`src/rtl/irqc_pkg.sv`:
```
package irqc_pkg;
   localparam int ADDR_W        = 12;
   localparam int DATA_W        = 32;
   localparam int VEC_W         = 9;
   localparam int VEC_BASE      = 16;
   localparam int STAT_VEC_LSB  = 12;
   localparam int STAT_ANY_BIT  = 22;

   localparam logic [ADDR_W-1:0] OFS_EN_SET   = 12'h100;
   localparam logic [ADDR_W-1:0] OFS_EN_CLR   = 12'h180;
   localparam logic [ADDR_W-1:0] OFS_PD_SET   = 12'h200;
   localparam logic [ADDR_W-1:0] OFS_PD_CLR   = 12'h280;
   localparam logic [ADDR_W-1:0] OFS_PRI_BASE = 12'h400;
   localparam logic [ADDR_W-1:0] OFS_STATUS   = 12'hD04;
endpackage

```
`src/rtl/irqc_capture.sv`:
```
module irqc_capture #(
   parameter int N        = 32,
   parameter bit LEVEL_IN = 1'b0
) (
   input  logic         clk,
   input  logic         rst_n,
   input  logic [N-1:0] req_i,
   output logic [N-1:0] set_o
);
   logic [N-1:0] req_q;

   always_ff @(posedge clk or negedge rst_n) begin
      if (!rst_n) req_q <= '0;
      else        req_q <= req_i;
   end

   if (LEVEL_IN) begin : g_level
      assign set_o = req_q;
   end else begin : g_edge
      logic [N-1:0] req_qq;
      always_ff @(posedge clk or negedge rst_n) begin
         if (!rst_n) req_qq <= '0;
         else        req_qq <= req_q;
      end
      assign set_o = req_q & ~req_qq;
   end
endmodule

```
`src/rtl/irqc_arbiter.sv`:
```
module irqc_arbiter #(
   parameter int N  = 32,
   parameter int PW = 2,
   localparam int IW = (N > 1) ? $clog2(N) : 1
) (
   input  logic [N-1:0]  elig_i,
   input  logic [PW-1:0] pri_i [N],
   output logic          valid_o,
   output logic [IW-1:0] idx_o
);
   logic [PW-1:0] best;

   always_comb begin
      valid_o = 1'b0;
      idx_o   = '0;
      best    = '1;
      for (int i = 0; i < N; i++) begin
         // strict compare on ascending scan: ties stay with the lower line
         if (elig_i[i] && (!valid_o || (pri_i[i] < best))) begin
            valid_o = 1'b1;
            idx_o   = IW'(i);
            best    = pri_i[i];
         end
      end
   end
endmodule

```
`src/rtl/irqc_regs.sv`:
```
module irqc_regs
   import irqc_pkg::*;
#(
   parameter int N  = 32,
   parameter int PW = 2
) (
   input  logic              clk,
   input  logic              rst_n,
   input  logic              wr_i,
   input  logic [ADDR_W-1:0] addr_i,
   input  logic [DATA_W-1:0] wdata_i,
   input  logic [N-1:0]      hw_set_i,
   input  logic [N-1:0]      ack_clr_i,
   input  logic [VEC_W-1:0]  win_vec_i,
   input  logic              any_pend_i,
   output logic [N-1:0]      en_o,
   output logic [N-1:0]      pend_o,
   output logic [PW-1:0]     pri_o [N],
   output logic [DATA_W-1:0] rdata_o
);
   logic [N-1:0] en_q, pend_q;
   logic [N-1:0] wmask;
   logic         w_en_set, w_en_clr, w_pd_set, w_pd_clr, pri_hit;
   logic [2:0]   wsel;

   assign wmask    = wdata_i[N-1:0];
   assign w_en_set = wr_i && (addr_i == OFS_EN_SET);
   assign w_en_clr = wr_i && (addr_i == OFS_EN_CLR);
   assign w_pd_set = wr_i && (addr_i == OFS_PD_SET);
   assign w_pd_clr = wr_i && (addr_i == OFS_PD_CLR);
   assign pri_hit  = (addr_i[ADDR_W-1:5] == OFS_PRI_BASE[ADDR_W-1:5]) && (addr_i[1:0] == 2'b00);
   assign wsel     = addr_i[4:2];

   always_ff @(posedge clk or negedge rst_n) begin
      if (!rst_n) begin
         en_q <= '0;
      end else begin
         en_q <= (en_q | (w_en_set ? wmask : '0)) & ~(w_en_clr ? wmask : '0);
      end
   end

   always_ff @(posedge clk or negedge rst_n) begin
      if (!rst_n) begin
         pend_q <= '0;
      end else begin
         // sets are applied after clears, so a colliding set survives
         pend_q <= (pend_q & ~((w_pd_clr ? wmask : '0) | ack_clr_i))
                   | (w_pd_set ? wmask : '0) | hw_set_i;
      end
   end

   for (genvar i = 0; i < N; i++) begin : g_pri
      localparam int WRD = i / 4;
      localparam int LN  = i % 4;
      always_ff @(posedge clk or negedge rst_n) begin
         if (!rst_n)                                    pri_o[i] <= '0;
         else if (wr_i && pri_hit && (wsel == 3'(WRD))) pri_o[i] <= wdata_i[8*LN+7 -: PW];
      end
   end

   always_comb begin
      rdata_o = '0;
      if ((addr_i == OFS_EN_SET) || (addr_i == OFS_EN_CLR)) begin
         rdata_o[N-1:0] = en_q;
      end else if ((addr_i == OFS_PD_SET) || (addr_i == OFS_PD_CLR)) begin
         rdata_o[N-1:0] = pend_q;
      end else if (pri_hit) begin
         for (int i = 0; i < N; i++) begin
            if ((i / 4) == int'(wsel)) rdata_o[8*(i%4)+7 -: PW] = pri_o[i];
         end
      end else if (addr_i == OFS_STATUS) begin
         rdata_o[STAT_VEC_LSB +: VEC_W] = win_vec_i;
         rdata_o[STAT_ANY_BIT]          = any_pend_i;
      end
   end

   assign en_o   = en_q;
   assign pend_o = pend_q;


   seten_holds_chk: assert property (@(posedge clk) disable iff (!rst_n)
      w_en_set |=> ((en_q & $past(wmask)) == $past(wmask)));

   clren_holds_chk: assert property (@(posedge clk) disable iff (!rst_n)
      w_en_clr |=> ((en_q & $past(wmask)) == '0));

   setpd_holds_chk: assert property (@(posedge clk) disable iff (!rst_n)
      w_pd_set |=> ((pend_q & $past(wmask)) == $past(wmask)));
endmodule

```
`src/rtl/irq_prio_ctrl.sv`:
```
module irq_prio_ctrl
   import irqc_pkg::*;
#(
   parameter int NUM_IRQ  = 32,
   parameter int PRI_BITS = 2,
   parameter bit LEVEL_IN = 1'b0
) (
   input  logic                  clk,
   input  logic                  rst_n,
   input  logic [NUM_IRQ-1:0]    irq_req,
   input  logic                  irq_ack,
   input  logic                  bus_wr,
   input  logic [ADDR_W-1:0]     bus_addr,
   input  logic [DATA_W-1:0]     bus_wdata,
   output logic [DATA_W-1:0]     bus_rdata,
   output logic [VEC_W-1:0]      win_vec,
   output logic                  any_pend
);
   localparam int IW = (NUM_IRQ > 1) ? $clog2(NUM_IRQ) : 1;

   if ((NUM_IRQ < 1) || (NUM_IRQ > 32)) begin : g_bad_num
      $error("NUM_IRQ must lie in 1..32");
   end
   if ((PRI_BITS < 1) || (PRI_BITS > 8)) begin : g_bad_pri
      $error("PRI_BITS must lie in 1..8");
   end

   logic [NUM_IRQ-1:0]  hw_set, en, pend, ack_clr;
   logic [PRI_BITS-1:0] pri [NUM_IRQ];
   logic                win_valid;
   logic [IW-1:0]       win_idx;

   irqc_capture #(.N(NUM_IRQ), .LEVEL_IN(LEVEL_IN)) cap_i (
      .clk   (clk),
      .rst_n (rst_n),
      .req_i (irq_req),
      .set_o (hw_set)
   );

   irqc_arbiter #(.N(NUM_IRQ), .PW(PRI_BITS)) arb_i (
      .elig_i  (en & pend),
      .pri_i   (pri),
      .valid_o (win_valid),
      .idx_o   (win_idx)
   );

   assign ack_clr  = (irq_ack && win_valid) ? (NUM_IRQ'(1) << win_idx) : '0;
   assign win_vec  = win_valid ? (VEC_W'(win_idx) + VEC_W'(VEC_BASE)) : '0;
   assign any_pend = |pend;

   irqc_regs #(.N(NUM_IRQ), .PW(PRI_BITS)) regs_i (
      .clk        (clk),
      .rst_n      (rst_n),
      .wr_i       (bus_wr),
      .addr_i     (bus_addr),
      .wdata_i    (bus_wdata),
      .hw_set_i   (hw_set),
      .ack_clr_i  (ack_clr),
      .win_vec_i  (win_vec),
      .any_pend_i (any_pend),
      .en_o       (en),
      .pend_o     (pend),
      .pri_o      (pri),
      .rdata_o    (bus_rdata)
   );


   win_eligible_chk: assert property (@(posedge clk) disable iff (!rst_n)
      win_valid |-> (en[win_idx] && pend[win_idx]));

   ack_clears_chk: assert property (@(posedge clk) disable iff (!rst_n)
      (irq_ack && win_valid && !hw_set[win_idx]
       && !(bus_wr && (bus_addr == OFS_PD_SET) && bus_wdata[win_idx]))
      |=> !pend[$past(win_idx)]);

   any_fall_chk: assert property (@(posedge clk) disable iff (!rst_n)
      $fell(any_pend) |-> $past(irq_ack || (bus_wr && (bus_addr == OFS_PD_CLR))));
endmodule

```
`config.mk`:
```
export PLATFORM = sky130hd
export DESIGN_NAME = irq_prio_ctrl
export DESIGN_NICKNAME = d
export VERILOG_FILES = /design/src/rtl/irqc_pkg.sv /design/src/rtl/irqc_capture.sv /design/src/rtl/irqc_arbiter.sv /design/src/rtl/irqc_regs.sv /design/src/rtl/irq_prio_ctrl.sv
export SDC_FILE = /design/constraint.sdc
export NUM_CORES = 1
export LEC_CHECK = 0
export BUFFER_PORTS_ARGS = -buffer_cell sky130_fd_sc_hd__buf_2
export CAP_MARGIN = 5
export CORE_UTILIZATION = 50
export CTS_BUF_LIST = sky130_fd_sc_hd__clkbuf_4
export CTS_CLUSTER_DIAMETER = 120
export CTS_CLUSTER_SIZE = 8
export DETAILED_ROUTE_END_ITERATION = 10
export HOLD_SLACK_MARGIN = 0.06
export PLACE_DENSITY = 0.78
export SLEW_MARGIN = 20
export SYNTH_ARGS = -nofsm -noshare
export SYNTH_HDL_FRONTEND = slang
export SYNTH_SLANG_ARGS = --single-unit
```
`constraint.sdc`:
```
create_clock -name clk -period 10 [get_ports clk]
set_clock_uncertainty 0.05 [all_clocks]
set_input_delay 2 -clock clk [delete_from_list [all_inputs] [get_ports clk]]
set_output_delay 2 -clock clk [all_outputs]
set_load 0.1 [all_outputs]
```
==> results.toml <==
[outcome]
run_status = "finished, violations left"
violations = "negative setup slack"

[cells_and_area]
layout-drive-gt1-share_pct = 24.4
final_core_util_pct = 61.1
final_area_mm2 = 0.0139
stdcell_count = 1821
finish.net_count = 1576
area_growth_pct = 19.0

[clock_tree]
cts.root.buffer_cell = "clkbuf_4"
clk_latency_ps = 630
htree_num_levels = 4
cts_tree = "built"
numCtsBuffers = 17
cts_sinks = 192
cts-hold-fix-buffers = 0
clkTransAtPathRegs_ps = 210
cts.path.max_buffers = 2

[global_route]
grt_overflow = 0
grt_pass1_vias = 11000
grt_use_total_pct = 35.0
grt_first_pass_wirelength_mm = 63.7
antenna_found_initial = 1
grt_max_degree = 122

[placement]
post-place-cells = 1754
gp_congestion = 0.994
place_ws_ps = -19.8
io_buffers = 118
placed_area_mm2 = 0.0131
hpwl_mm = 30.9

[yosys]
syn_avg_cell_area_um2 = 8.81
synthCells = 1327
yosysSeqAreaShare_pct = 41.1
synth_async_sr_flop_share_pct = 100
synth_area_mm2 = 0.0117
synth_top_cells_by_area = "dfrtp_1, nand2_1, mux2_2"
ys_ff_latch = 192
synth-edff-count = 0
synth_top_area_share_pct = 41.1
yosys_warnings = 0
synth_largest_area_cell = "dfrtp_1"
synth_cell_types = 95
yosys_most_used_dff = "dfrtp_1"

[floorplan]
floorplan.initialDensity_pct = 51.3
die-area_mm2 = 0.0240
fp.dieW_um = 155
die_h_um = 155
coreArea_mm2 = 0.0228
num_rows = 55
io_pins = 122

[routing]
dr_total_vias = 11900
drt_pass1_iterations = 6
route.detailed.drc = 0
drt-total-wl_mm = 42.0
viasPerCell = 6.52
drtIter0Drc = 1270
drtAntennaViolNets = 0
drt-wirelength-per-cell_um = 23.1

[pwr]
clkPwrFrac_pct = 29.7
fin_total_pwr_mw = 1.47
p_int_mw = 0.993
power.density_cell_area_mw_per_mm2 = 106
leakage_nw = 6.38
ir_drop_uv = 96.2
p_seq_share_pct = 54.7
combPwrFrac_pct = 15.7
switchingPower_mw = 0.481
p_sw_share_pct = 32.6

[timing]
worst_slew_pin_slew_ps = 997
fin_setup_tns_ps = -2540
drv_slew = 0
setup_violations = 12
finalHoldViolCount = 0
fin_crit_ps = 10360
rsz0062_at_grt = "true"
slew_headroom_pct = 33.0
hold_ws_ps = 321
fin_crit_sh_pct = 104
max_freq_mhz = 96.5
worst_slack_ps = -360

[critical_path]
crit_path_end_kind = "output port"
crit_fanout = 5
cp-start-kind = "flop"
path_class = "reg2out"
critPathArrivalTime_ps = 8310
cp_common_cell = "a211oi_4"
cp_data_required_time_ps = 7950
slowest_delay_ps = 560
crit_slowest_cell = "or4b_4"

[hold_path]
min_path_type = "reg2reg"

[job]
cap_violations = 0
## cells by family (layout without fill, tap and decap cells)
| logic type | after synthesis | count (layout) | synth area share [%] |
|---|---|---|---|
| buffers and inverters | 104 | 282 | 3.54 |
| multiplexers | 70 | 70 | 6.66 |
| AND/OR/NAND/NOR | 517 | 517 | 21.6 |
| adder cells (fa/ha/maj) | 12 | 12 | 1.07 |
| flip-flops | 192 | 192 | 41.1 |
| other | 1 | 4 | 0.0321 |
| AO/OA/AOI/OAI | 431 | 431 | 26.0 |
## cell usage after synthesis, types with 7 or more instances
master    number
dfrtp_1      192
a31oi_1       10
o211ai_1       8
inv_1         51
or2_2         10
mux2i_1        8
a21boi_0       9
a221oi_1       7
a22o_1        26
and3b_1        8
nor2_1        83
clkbuf_1      45
o21bai_1      12
nand2b_1       9
o22ai_1       14
nand4_1       13
maj3_1        10
and3_1         9
a22oi_1        9
o21a_1         9
o21ai_0       93
nand2_1      222
o21ai_1        7
mux2_2        62
nor3_1        14
and2_1        21
a21oi_1       86
a211oi_1      16
nor4_1        16
a21o_1        14
nor2b_1       26
or3_1         14
o31ai_1       11
nand3_1       32
a221o_1       29
## power by group through the flow
stage / clock (mW) / combinational [mW] / sequential, mW
floorplan: 0 / 0.118 / 0.815
global placement: 0 / 0.203 / 0.819
detailed placement: 0 / 0.204 / 0.819
CTS: 0.439 / 0.218 / 0.804
global route: 0.466 / 0.245 / 0.807
finish: 0.437 / 0.231 / 0.805
## per-layer routing
| metal | track usage [%] | share of wire [%] |
|---|---|---|
| met1 | 51.5 | 43 |
| met2 | 50.8 | 43 |
| met3 | 7.13 | 10 |
| met4 | 12.7 | 3.7 |
| met5 | 0 | 0 |
## path summary, 6_finish.rpt
check,from,slack (ps),end,depth (start not counted)
worst max-delay path,regs_i.pend_o[1]$_DFF_PN0_,-360,bus_rdata[15],30
min in group asynchronous,rst_n,1230,regs_i.pri_o[55]$_DFFE_PN0P_,1
max in group asynchronous,rst_n,7000,cap_i.g_edge.req_qq[14]$_DFF_PN0_,3
worst min-delay path,cap_i.req_q[22]$_DFF_PN0_,320,cap_i.g_edge.req_qq[22]$_DFF_PN0_,0
worst min register to register,cap_i.req_q[22]$_DFF_PN0_,320,cap_i.g_edge.req_qq[22]$_DFF_PN0_,0
worst max register to register,regs_i.pend_o[1]$_DFF_PN0_,1200,regs_i.pend_o[18]$_DFF_PN0_,32
## worst max-delay path: cells and delay by family (launching register included)
kind / cells / cell delay (ps)
flip-flops: 1 / 430
AND/OR/NAND/NOR: 8 / 2600
buffers and inverters: 2 / 280
multiplexers: 1 / 350
adder cells (fa/ha/maj): 2 / 380
AO/OA/AOI/OAI: 17 / 3630
## cell type report
class,count,area [um^2]
fill,1973,8870
multi-input combinational,1033,6830
inverter,52,200
tap,313,392
sequential,192,4800
clock inverter,13,143
timing repair buffer,198,1400
clock buffer,19,143
antenna,1,2.50
## placed cells by master (no fill, tap or decap), types with 7 or more instances in the layout
| cell | synthesis | routed |
|---|---|---|
| nand2_1 | 222 | 222 |
| dfrtp_1 | 192 | 192 |
| buf_2 | 1 | 105 |
| a21oi_1 | 86 | 84 |
| o21ai_0 | 93 | 84 |
| nor2_1 | 83 | 78 |
| buf_4 | 4 | 76 |
| mux2_2 | 62 | 61 |
| inv_1 | 51 | 47 |
| nand3_1 | 32 | 32 |
| a221o_1 | 29 | 29 |
| a22o_1 | 26 | 26 |
| nor2b_1 | 26 | 25 |
| and2_1 | 21 | 21 |
| clkbuf_4 | 0 | 19 |
| nor4_1 | 16 | 14 |
| o22ai_1 | 14 | 14 |
| a21o_1 | 14 | 14 |
| a211oi_1 | 16 | 13 |
| nand4_1 | 13 | 13 |
| nor3_1 | 14 | 12 |
| or3_1 | 14 | 12 |
| o21bai_1 | 12 | 12 |
| buf_12 | 0 | 11 |
| a31oi_1 | 10 | 10 |
| or2_2 | 10 | 10 |
| maj3_1 | 10 | 10 |
| nand2b_1 | 9 | 9 |
| a22oi_1 | 9 | 9 |
| o31ai_1 | 11 | 9 |
| o21a_1 | 9 | 9 |
| and3_1 | 9 | 9 |
| a21boi_0 | 9 | 9 |
| mux2i_1 | 8 | 8 |
| o211ai_1 | 8 | 8 |
| and3b_1 | 8 | 7 |
| o21ai_1 | 7 | 7 |
## state kept, by name (all words and copies together), names as in the netlist
name                 count
cap_i.g_edge.req_qq     32
regs_i.pri_o            64
regs_i.en_o             32
regs_i.pend_o           32
cap_i.req_q             32
## what timing repair did
action                                  4_1_cts  5_1_grt
endpoints found under the setup margin       12       12
setup buffers                                23       11
gates resized for setup                      39       22
pin swaps                                    11        8
Power figures use the tool's default switching activity.
